[src/rtl/bor_seq.sv]
module bor_seq #(
  parameter int TBOR_CYC = 8,
  parameter int PWRT_CYC = 64
) (
  input  logic       clk,
  input  logic       por_n,
  input  logic       rst_req,
  input  logic       vlow,
  input  logic       sleep,
  input  logic       sw_bor_en,
  input  logic [1:0] bor_mode,
  input  logic       pwrt_n,
  input  logic       flag_clr,
  output logic       bor_flag,
  output logic       rst_out
);
  localparam int FW = $clog2(TBOR_CYC + 1);
  localparam int PW = $clog2(PWRT_CYC);

  typedef enum logic [1:0] {HOLD, TIMING, RUN} st_t;

  st_t st;
  logic [1:0] vsync;
  logic vlow_s, bor_en, bor_hit;
  logic [FW-1:0] flt;
  logic [PW-1:0] pcnt;

  assign vlow_s = vsync[1];

  always_comb begin
    case (bor_mode)
      2'b00:   bor_en = 1'b0;
      2'b01:   bor_en = sw_bor_en;
      2'b10:   bor_en = ~sleep;
      default: bor_en = 1'b1;
    endcase
  end

  assign bor_hit = vlow_s & bor_en & (flt == FW'(TBOR_CYC));
  assign rst_out = (st != RUN);

  always_ff @(posedge clk or negedge por_n) begin
    if (!por_n) vsync <= 2'b00;
    else        vsync <= {vsync[0], vlow};
  end

  always_ff @(posedge clk or negedge por_n) begin
    if (!por_n)                        flt <= '0;
    else if (!(vlow_s && bor_en))      flt <= '0;
    else if (flt != FW'(TBOR_CYC))     flt <= flt + 1'b1;
  end

  always_ff @(posedge clk or negedge por_n) begin
    if (!por_n) begin
      st   <= HOLD;
      pcnt <= '0;
    end else begin
      case (st)
        RUN: if (rst_req || bor_hit) st <= HOLD;
        HOLD: begin
          pcnt <= '0;
          if (!rst_req && !vlow_s) st <= pwrt_n ? RUN : TIMING;
        end
        TIMING: begin
          if (rst_req || vlow_s) begin
            st   <= HOLD;
            pcnt <= '0;
          end else if (pcnt == PW'(PWRT_CYC - 1)) begin
            st <= RUN;
          end else begin
            pcnt <= pcnt + 1'b1;
          end
        end
        default: st <= HOLD;
      endcase
    end
  end

  always_ff @(posedge clk or negedge por_n) begin
    if (!por_n)                        bor_flag <= 1'b0;
    else if (st == RUN && bor_hit)     bor_flag <= 1'b1;
    else if (flag_clr)                 bor_flag <= 1'b0;
  end

  AST_NO_BOR_WHEN_OFF: assert property (@(posedge clk) disable iff (!por_n)
    (!bor_en && !rst_req && !rst_out) |=> !rst_out);

  AST_SHORT_DIP_IGNORED: assert property (@(posedge clk) disable iff (!por_n)
    ($rose(vlow_s) && !rst_req && !rst_out) |=> !rst_out);

  AST_HOLD_WHILE_LOW: assert property (@(posedge clk) disable iff (!por_n)
    (vlow_s && rst_out) |=> rst_out);

  AST_TIMER_RESTART: assert property (@(posedge clk) disable iff (!por_n)
    (st == TIMING && vlow_s) |=> (st == HOLD));

  AST_FLAG_ON_BOR: assert property (@(posedge clk) disable iff (!por_n)
    (bor_hit && !rst_out) |=> (bor_flag && rst_out));

  AST_REQ_RESETS: assert property (@(posedge clk) disable iff (!por_n)
    rst_req |=> rst_out);
endmodule

[config.mk]
export PLATFORM = sky130hd
export DESIGN_NAME = bor_seq
export DESIGN_NICKNAME = d
export VERILOG_FILES = /design/src/rtl/bor_seq.sv
export SDC_FILE = /design/constraint.sdc
export NUM_CORES = 1
export LEC_CHECK = 0
export ABC_AREA = 1
export BUFFER_PORTS_ARGS = -buffer_cell sky130_fd_sc_hd__buf_2
export CORE_MARGIN = 3
export CORE_UTILIZATION = 56
export CTS_CLUSTER_SIZE = 30
export DETAILED_ROUTE_END_ITERATION = 12
export PLACE_DENSITY = 0.78
export SYNTH_ARGS = -nofsm -noshare
export SYNTH_HDL_FRONTEND = slang
export SYNTH_SLANG_ARGS = --single-unit
[constraint.sdc]
create_clock -name clk -period 2.4 [get_ports clk]
set_clock_uncertainty 0.15 [all_clocks]
set_input_delay 0.24 -clock clk [delete_from_list [all_inputs] [get_ports clk]]
set_output_delay 0.24 -clock clk [all_outputs]
set_load 0.02 [all_outputs]
# [Yosys cells after proc, flatten, opt, wreduce, memory -nomap -nowiden]
# Index checks and enable logic that the tools add are counted.
[word_totals] register_bits=15 elab_cells=50
[classes] addsub=2 eq_ne=13 mux=14 bitwise_logic=3 reduce_logical=13
[ops] op="$mux 6" n=2
[ops] op="$pmux 6 s2" n=1
[ops] op="$mux 2" n=5
[ops] op="$mux 4" n=2
[ops] op="$add 6x1->6 const B" n=1
[ops] op="$eq 6x6->1 const B" n=1
[ops] op="$ne 2x2->1 const B" n=3
[ops] op="$ne 3x3->1 const B" n=2
[ops] op="$pmux 2 s3" n=1
[ops] op="$add 4x1->4 const B" n=1
[ops] op="$eq 2x1->1 const B" n=2
[ops] op="$eq 2x2->1 const B" n=2
[ops] op="$eq 4x4->1 const B" n=1
[ops] op="$logic_not 2->1" n=2
[ops] op="$ne 4x4->1 const B" n=1
[ops] op="$reduce_bool 2->1" n=2
[ops] op="$logic_and 1x1->1" n=3
[ops] op="$pmux 1 s3" n=1
[ops] op="$reduce_and 3->1" n=1
[ops] op="$and 1x1->1" n=2
[ops] op="$logic_not 1->1" n=2
[ops] op="$logic_or 1x1->1" n=2
[ops] op="$mux 1" n=2
[ops] op="$ne 2x1->1 const B" n=1
[ops] op="2 further kinds" n=2

# [Logic depth before layout (Yosys ltp)]
# Gate-level depths: netlist of the first run.
[logic_depth] word_depth=7 ltp_mapped=8 depth_no_buf=8

# [Worst setup path after synthesis of the first run]
# Ideal clock, no wire load.
[synth_path] path_kind="reg2reg" start="register pcnt[1]" end="register pcnt[3]" t_arrival_ns=1.077 required_ns=2.133 setup_slack_ns=1.057 path_stages_with_launch=7 n_path_buf=0 period_less_slack_ns=1.343 path_cell_list="dfrtp_1 > ha_1 > nand3_4 > o21ai_4 > nand2_2 > nand2_1 > nand2_1"
[synth_between] elab_chain_cells=4 word_cells_on_any_way=7
[synth_rtl] item="from (decl)" line_no="26" text="logic [PW-1:0] pcnt;"
[synth_rtl] item="from (signal assigned)" line_no="71" text="pcnt <= pcnt + 1'b1;"
[synth_rtl] item="$add 6x1->6" line_no="71"
[synth_rtl] item="$mux 6" line_no="68" text="end else if (pcnt == PW'(PWRT_CYC - 1)) begin"
[synth_rtl] item="$mux 6" line_no="65" text="if (rst_req || vlow_s) begin"
[synth_rtl] item="$pmux 6 s2" line_no="58" text="case (st)"
# Parallel ways exist; a longest one is shown, timed or not. The select of a mux whose other input is x is not followed.
# A chain may end at the register's enable or synchronous reset.

# [Worst setup path after layout of the first run]
[layout_path] start="register flt[0]" end="register st[0]"
[layout_between] elab_chain_cells=5
[layout_rtl] item="from (decl)" line_no="25" text="logic [FW-1:0] flt;"
[layout_rtl] item="from (signal assigned)" line_no="50" text="else if (flt != FW'(TBOR_CYC)) flt <= flt + 1'b1;"
[layout_rtl] item="$eq 4x4->1" line_no="39" text="assign bor_hit = vlow_s & bor_en & (flt == FW'(TBOR_CYC));"
[layout_rtl] item="$and 1x1->1" line_no="39"
[layout_rtl] item="$logic_or 1x1->1" line_no="59" text="RUN: if (rst_req || bor_hit) st <= HOLD;"
[layout_rtl] item="$ne 2x2->1 (no source line)"
[layout_rtl] item="$reduce_and 3->1 (no source line)"
[layout_rtl] item="to (signal assigned)" line_no="62" text="if (!rst_req && !vlow_s) st <= pwrt_n ? RUN : TIMING;"
[layout_rtl] item="to (decl)" line_no="22" text="st_t st;"
# Every way passes these cells.

==> results.cfg, run 1 <==
[outcome]
outcome = completed

[critical_path]
r2r_start = flt[0]
worst-path-max-fanout = 4
cp_data_required_time_ps = 2480
endpoint_kind = register
crit_start = flt[0]
critPathLaunchType = register
critPathKind = register to register
crit_arrival_ps = 1640

[routing]
avgViaCountPerCell = 5.285
wl_per_cell_um = 12.12
dr_total_vias = 724
post-route-drc-count = 0
drt-initial-drc-count = 10
antenna_left = 0
routed_wl_mm = 1.661
drt_pass1_iterations = 4

[placed_design]
dp_hpwl_mm = 1.288
dpl-instance-area_um2 = 945.9
gp_congestion = 0.8026
dp_slack_ps = 886.3
numPortBuffers = 11

[floorplan]
initial_core_util = 0.6308
coreArea_um2 = 1383
die_area_um2 = 2067
die_x_um = 45.46
ioPinCount = 12
rows = 13
die_h_um = 45.46

[timing]
fin_crit_sh = 0.6517
report.final.slew_viol_count = 0
max_freq_mhz = 639.4
rsz0062_at_grt = false
setup_viol = 0
period_needed_ps = 1564
whs_ps = 91.62
tightestPinTransition_ps = 336.3
fin_tns_setup_ps = 0
slew-limit-headroom = 0.7758
final_hold_viol_count = 0
layout_setup_ws_ps = 835.9

[synth]
synth_cell_types = 24
synth_top_cell_area_share = 0.4304
yosysMostFrequentCell = nand2_1
ys_ff_latch = 15
synth_area_leaders = dfrtp_1 43%, nand2_1 9.0%, nand3_1 5.7%
synth.avg_cell_area_um2 = 8.385
synth_edf_count = 0
ys_seq_area_frac = 0.4304
synth_area_um2 = 872.1
syn_nets = 117
ys_async_sr_fraction = 1.000
yosysTopAreaCell = dfrtp_1
synth_cells = 104
synthFlopType = dfrtp_1
yosys_warnings = 0
yosys-top-cells-count = 21 x nand2_1, 15 x dfrtp_1, 13 x inv_1, 10 x nand3_1, 8 x nor2_1

[grt]
overflow = 0
grt_usage = 0.2066
grt_pass1_wl_mm = 3.070
grt_pass1_vias = 726
grt_max_degree = 16
antenna_found_initial = 0

[min_path]
hp-start = pwrt_n
hold_class = primary input to register

[power_and_ir_drop]
leakage_nw = 0.4536
powerDensity_nw_per_um2 = 696.9
vdd_drop_max_mv = 0.6324
power_uw = 699.3

[finish]
drive_above_1_share = 0.2787
nets = 136
final.fill_count = 99
postLayoutCellArea_um2 = 1003
num_antenna_cells = 0
areaGrowthSynthToFinish_pct = 15.06

[clock_network]
cts_sinks = 15
post_cts_resize_count = 0
worstSkewPairLatency_ps = 280
post_cts_buffers = 0
cts_made_buffers = 3
cts_buffer_depth = 2
ctsHtreeMaxLevel = 1
clk_pin_slew_ps = 90
root_buffer = clkbuf_4
cts_hold_buffers = 3
cts_tree = built

[run]
drv_cap = 0
==> final timing paths <==
path | to | slack [ps] | cells past startpoint
worst min-delay path | st[0] | 90 | 4
worst max-delay path | st[0] | 840 | 8
max in group asynchronous | pcnt[0] | 1610 | 2
min in group asynchronous | pcnt[3] | 240 | 2
worst min register to register | vsync[1] | 220 | 0
worst max register to register | st[0] | 840 | 8
==> through the flow <==
stage / utilization / cells
after floorplan: - / 104
after global placement: 0.6842 / 130
after detailed placement: 0.6842 / 130
after CTS: 0.7258 / 137
after global routing: 0.7258 / 137
final: 0.7258 / 137
==> critical path: stages, from the launching register on <==
cell     delay, ps
dfrtp_1        410
inv_1          100
ha_1           150
nand2_1         50
nor2_1         210
nand3_1        190
nand2_1        120
nand3_1         80
nand2_1         60
==> power by group <==
| part | total [mW] | internal (mW) | switching (mW) |
|---|---|---|---|
| Sequential | 0.302 | 0.275 | 0.0271 |
| Combinational | 0.252 | 0.0866 | 0.165 |
| Clock | 0.146 | 0.0618 | 0.0839 |
| Total | 0.699 | 0.423 | 0.276 |
==> registers in the layout, summed over array words and instances (netlist names) <==
signal and count:
pcnt 6, st 2, vsync 2, flt 4
bor_flag 1
==> placed cells by master, fill, tap and decap left out, types with 5 or more instances in the layout <==
cell type	instances
nand2_1	21
inv_1	13
buf_2	11
dfrtp_1	15
nor2_1	8
nand3_1	10
nor2_2	5
==> metal layers <==
layer | track usage | share of wire | up-vias
li1 | - | - | 376
met1 | 0.2645 | 0.46 | 331
met2 | 0.3482 | 0.49 | 17
met3 | 0.04743 | 0.048 | 0
met4 | 0.05263 | 0 | 0
met5 | 0 | 0 | -
==> cell families (layout without fill, tap and decap cells) <==
logic type,Yosys count,after routing,synth area share
xor gates and xnor gates,2,2,0.02009
DFF,15,15,0.4304
and+or+nand+nor,56,56,0.3357
adders and majority gates,3,3,0.04305
buffers and inverters,15,33,0.06457
AOI/OAI and AO/OA,13,13,0.1062
==> layout make-up <==
type	count	area, um^2	share of cell area
clock inverters	1	5.005	0.004988
repair buffers	14	85.08	0.08479
well taps	15	18.77	0.01870
multi-input cells	74	440.4	0.4389
inverters	15	56.30	0.05611
clock buffers	3	22.52	0.02244
flip-flops and latches	15	375.4	0.3741
(Power assumes the default switching activity.)
==> inputs of run 2 (changes only) <==
Settings changed: CORE_UTILIZATION 56 to 49, PLACE_DENSITY 0.78 to 0.72.
Clock period 2.4 ns to 1.26 ns, I/O delays scaled along.
==> results.cfg, run 2 (synthesis gave the netlist of run 1 again) <==
[min_path]
hold_class = primary input to register
min_to = st[1]
holdPathStages = 4
hp-start = rst_req

[critical_path]
cpMostUsedCell = nand2_4
crit_arrival_ps = 1440
cp_data_required_time_ps = 1340
r2r-end = st[0]
critPathLaunchType = register
crit_chain = inv_2, ha_4, nand2_4, nor2_4, nand3_4, nand2_4, nand3_2, nand2_1
crit_path_top_delay_cell = dfrtp_1
worst-path-max-fanout = 4
r2r_slack_ps = -100
endpoint_kind = register
max_stage_delay_ps = 410
reg2reg_depth = 8
critPathKind = register to register
r2r_start = flt[0]

[routing]
dr_total_vias = 848
drt_pass1_iterations = 4
routed_wl_mm = 2.246
drt-initial-drc-count = 19
post-route-drc-count = 0
antenna_left = 0
wl_per_cell_um = 13.45
avgViaCountPerCell = 5.078

[floorplan]
die_area_um2 = 2322
rows = 14
coreArea_um2 = 1594
initial_core_util = 0.5471
die_x_um = 48.19
ioPinCount = 12
die_h_um = 48.19

[clock_network]
clk_pin_slew_ps = 100
cts_tree = built
cts_buffer_depth = 2
root_buffer = clkbuf_4
ctsHtreeMaxLevel = 1
worstSkewPairLatency_ps = 290
cts_made_buffers = 3
cts_sinks = 15

[power_and_ir_drop]
power_mw = 1.695
powerDensity_nw_per_um2 = 1289
seq_power_share = 0.337
p_int_mw = 1.014
switching_share = 0.4017
p_clk_frac = 0.166
power_frac_comb = 0.497
vdd_drop_max_mv = 1.025
leakage_nw = 0.5801
p_sw_uw = 680.8

[timing]
report.final.slew_viol_count = 0
whs_ps = 41.31
slew-limit-headroom = 0.7705
rsz0062_at_grt = true
period_needed_ps = 1358
fin_crit_sh = 1.078
final_hold_viol_count = 0
layout_setup_ws_ps = -97.84
tightestPinTransition_ps = 344.2
max_freq_mhz = 736.5
setup_viol = 12

[finish]
drive_above_1_share = 0.5175
areaGrowthSynthToFinish_pct = 50.79
nets = 157
final_common_cell = buf_4
final_cell_mix = 19 x buf_4, 17 x nand2_1, 15 x dfrtp_1, 10 x buf_2, 9 x inv_1
num_antenna_cells = 0
reg_top3 = pcnt (6), flt (4)
largest_reg_flops = 6
largest-register = pcnt
postLayoutCellArea_um2 = 1315
utilization = 0.8250

[grt]
grt_max_degree = 16
grt_usage = 0.2058
met3_usage = 0.02214
grt_use_met2 = 0.3542
grt_pass1_vias = 764
antenna_found_initial = 0
grt_pass1_wl_mm = 3.243
use_met1 = 0.2683
overflow = 0
top_usage_layer = met2

[run]
drv_cap = 0

[placed_design]
dp_slack_ps = -131.5
dp_hpwl_mm = 1.355
numPortBuffers = 11
dpl-instance-area_um2 = 1087
gp_congestion = 0.8026

[outcome]
outcome = complete, but fails checks
violations = setup timing
[run 2: layer usage]
| layer | vias to the layer above | wire length, um |
|---|---|---|
| met5 | - | 0 |
| met4 | 0 | 24 |
| met3 | 5 | 102 |
| met2 | 23 | 1161 |
| met1 | 404 | 957 |
| li1 | 416 | - |
[run 2: cell type report]
type,count,area [um^2]
multi-input combinational,74,568.0
sequential,15,375.4
fill,87,279.0
timing repair buffer,35,255.2
inverter,15,58.81
tap,24,30.03
clock buffer,3,22.52
clock inverter,1,5.005
[run 2: repair_timing]
item | 4_1_cts | 5_1_grt
gates cloned | 0 | 0
resized for setup | 17 | 13
pin swaps | 9 | 12
hold buffers | 4 | 0
setup endpoints to repair | 13 | 14
hold endpoints to repair | 18 | 0
buffers inserted | 5 | 1
[run 2: per-stage QoR]
step	TNS, ps	std cells
global placement	-189.5	153
global route	-1389	167
finish	-602.3	167
CTS	-517.2	166
detailed placement	-579.6	153
floorplan	-59.99	104
[run 2: power by group through the flow]
| stage | Sequential (mW) | Clock, mW | Combinational [mW] |
|---|---|---|---|
| 6_report | 0.571 | 0.282 | 0.842 |
| 5_1_grt | 0.575 | 0.302 | 0.903 |
| 4_1_cts | 0.561 | 0.277 | 0.734 |
| 3_5_place_dp | 0.583 | 0 | 0.582 |
| 3_3_place_gp | 0.583 | 0 | 0.573 |
| 2_1_floorplan | 0.578 | 0 | 0.359 |
[run 2: worst max-delay path by stage]
stage / start / endpoint
after detailed placement: flt[1] / st[1]
after global placement: pcnt[0] / pcnt[3]
after floorplan: pcnt[1] / pcnt[3]
after CTS: pcnt[0] / pcnt[3]
after global routing: flt[0] / st[0]
final: flt[0] / st[0]
[run 2: worst max-delay path: cells and delay by family (launching register included)]
family	cells	cell delay, ps
adder cells (fa/ha/maj)	1	140
buffers and inverters	1	90
flip-flops	1	410
AND/OR/NAND/NOR	6	520
==> inputs of run 3 (changes only) <==
Settings changed: CORE_UTILIZATION 49 to 56, CTS_BUF_LIST set to sky130_fd_sc_hd__clkbuf_4, PLACE_DENSITY 0.72 to 0.78.
Clock period 1.26 ns to 1.7 ns, I/O delays scaled along.
==> results.cfg, run 3 (synthesis gave the netlist of run 1 again) <==
[timing]
fin_crit_sh = 0.8943
report.final.slew_viol_count = 0
whs_ps = 12.24
max_freq_mhz = 657.7
slew-limit-headroom = 0.7743
tightestPinTransition_ps = 338.5
fin_tns_setup_ps = 0
period_needed_ps = 1520
final_hold_viol_count = 0
setup_viol = 0
rsz0062_at_grt = false

[critical_path]
crit_arrival_ps = 1600
r2r_slack_ps = 180
cp_data_required_time_ps = 1780
endpoint_kind = register
worst-path-max-fanout = 4
critPathLaunchType = register
critPathKind = register to register

[placed_design]
numPortBuffers = 11
dpl-instance-area_um2 = 945.9
gp_congestion = 0.8028
dp_hpwl_mm = 1.300

[grt]
use_met1 = 0.2645
grt_pass1_wl_mm = 3.049
grt_max_degree = 16
antenna_found_initial = 0
grt_use_met2 = 0.3510
top_usage_layer = met2
overflow = 0
met3_usage = 0.02372
grt_usage = 0.2049
grt_pass1_vias = 711

[floorplan]
die_x_um = 45.46
initial_core_util = 0.6308
die_area_um2 = 2067
rows = 13
coreArea_um2 = 1383
ioPinCount = 12
die_h_um = 45.46

[min_path]
hold_class = primary input to register

[clock_network]
cts_made_buffers = 3
cts_buffer_depth = 2
cts_hold_buffers = 3
post_cts_buffers = 0
worstSkewPairLatency_ps = 280
root_buffer = clkbuf_4
clk_pin_slew_ps = 100
cts_sinks = 15
post_cts_resize_count = 0
cts_tree = built
ctsHtreeMaxLevel = 1

[power_and_ir_drop]
power_mw = 1.006
vdd_drop_max_mv = 0.8150
leakage_nw = 0.4543
powerDensity_nw_per_um2 = 999.8

[finish]
reg_top3 = pcnt (6), flt (4)
final_common_cell = nand2_1
areaGrowthSynthToFinish_pct = 15.35
num_antenna_cells = 0
largest-register = pcnt
drive_above_1_share = 0.2787
postLayoutCellArea_um2 = 1006
largest_reg_flops = 6
nets = 136
final_cell_mix = 21 x nand2_1, 15 x dfrtp_1, 13 x inv_1, 11 x buf_2, 10 x nand3_1

[routing]
antenna_left = 0
dr_total_vias = 731
drt-initial-drc-count = 12
drt_pass1_iterations = 4
wl_per_cell_um = 12.49
routed_wl_mm = 1.711
post-route-drc-count = 0
avgViaCountPerCell = 5.336

[run]
drv_cap = 0

[outcome]
outcome = completed
==> run 3: final timing paths <==
check,from,endpoint,cells past startpoint
setup / recovery,flt[0],st[0],8
hold / removal,pwrt_n,st[0],4
setup reg to reg,flt[0],st[0],8
hold reg to reg,vsync[0],vsync[1],0
max in group asynchronous,por_n,pcnt[0],2
min in group asynchronous,por_n,pcnt[2],2
==> run 3: layout make-up <==
cell class,instances,area [um^2]
clock buffers,4,30.03
fillers,102,376.6
inverters,15,56.30
multi-input cells,74,440.4
flip-flops and latches,15,375.4
well taps,15,18.77
repair buffers,14,85.08
==> run 3: layer usage <==
metal,wire [um],part of all wire
met2,831,0.49
met1,817,0.48
met4,18,0.011
met3,44,0.026
met5,0,0
==> run 3: worst max-delay path, cell delays in order (launching register included) <==
cell and delay [ps]:
dfrtp_1 400, inv_1 100, ha_1 150, nand2_1 40
nor2_1 200, nand3_1 190, nand2_1 120, nand3_1 80
nand2_1 60
==> run 3: metrics by stage <==
step | worst slack [ps] | instances | util
final | 179.6 | 137 | 0.7276
after global routing | 23.12 | 137 | 0.7276
after CTS | 182.1 | 137 | 0.7276
after detailed placement | 196.2 | 130 | 0.6842
after global placement | 213.6 | 130 | 0.6842
after floorplan | 356.7 | 104 | -
==> run 3: power breakdown <==
part | leakage (nW) | switching, mW | total, mW | internal, mW
registers | 0.202 | 0.0369 | 0.425 | 0.388
logic | 0.234 | 0.237 | 0.359 | 0.122
clock network | 0.0184 | 0.115 | 0.222 | 0.107
total | 0.454 | 0.389 | 1.01 | 0.617
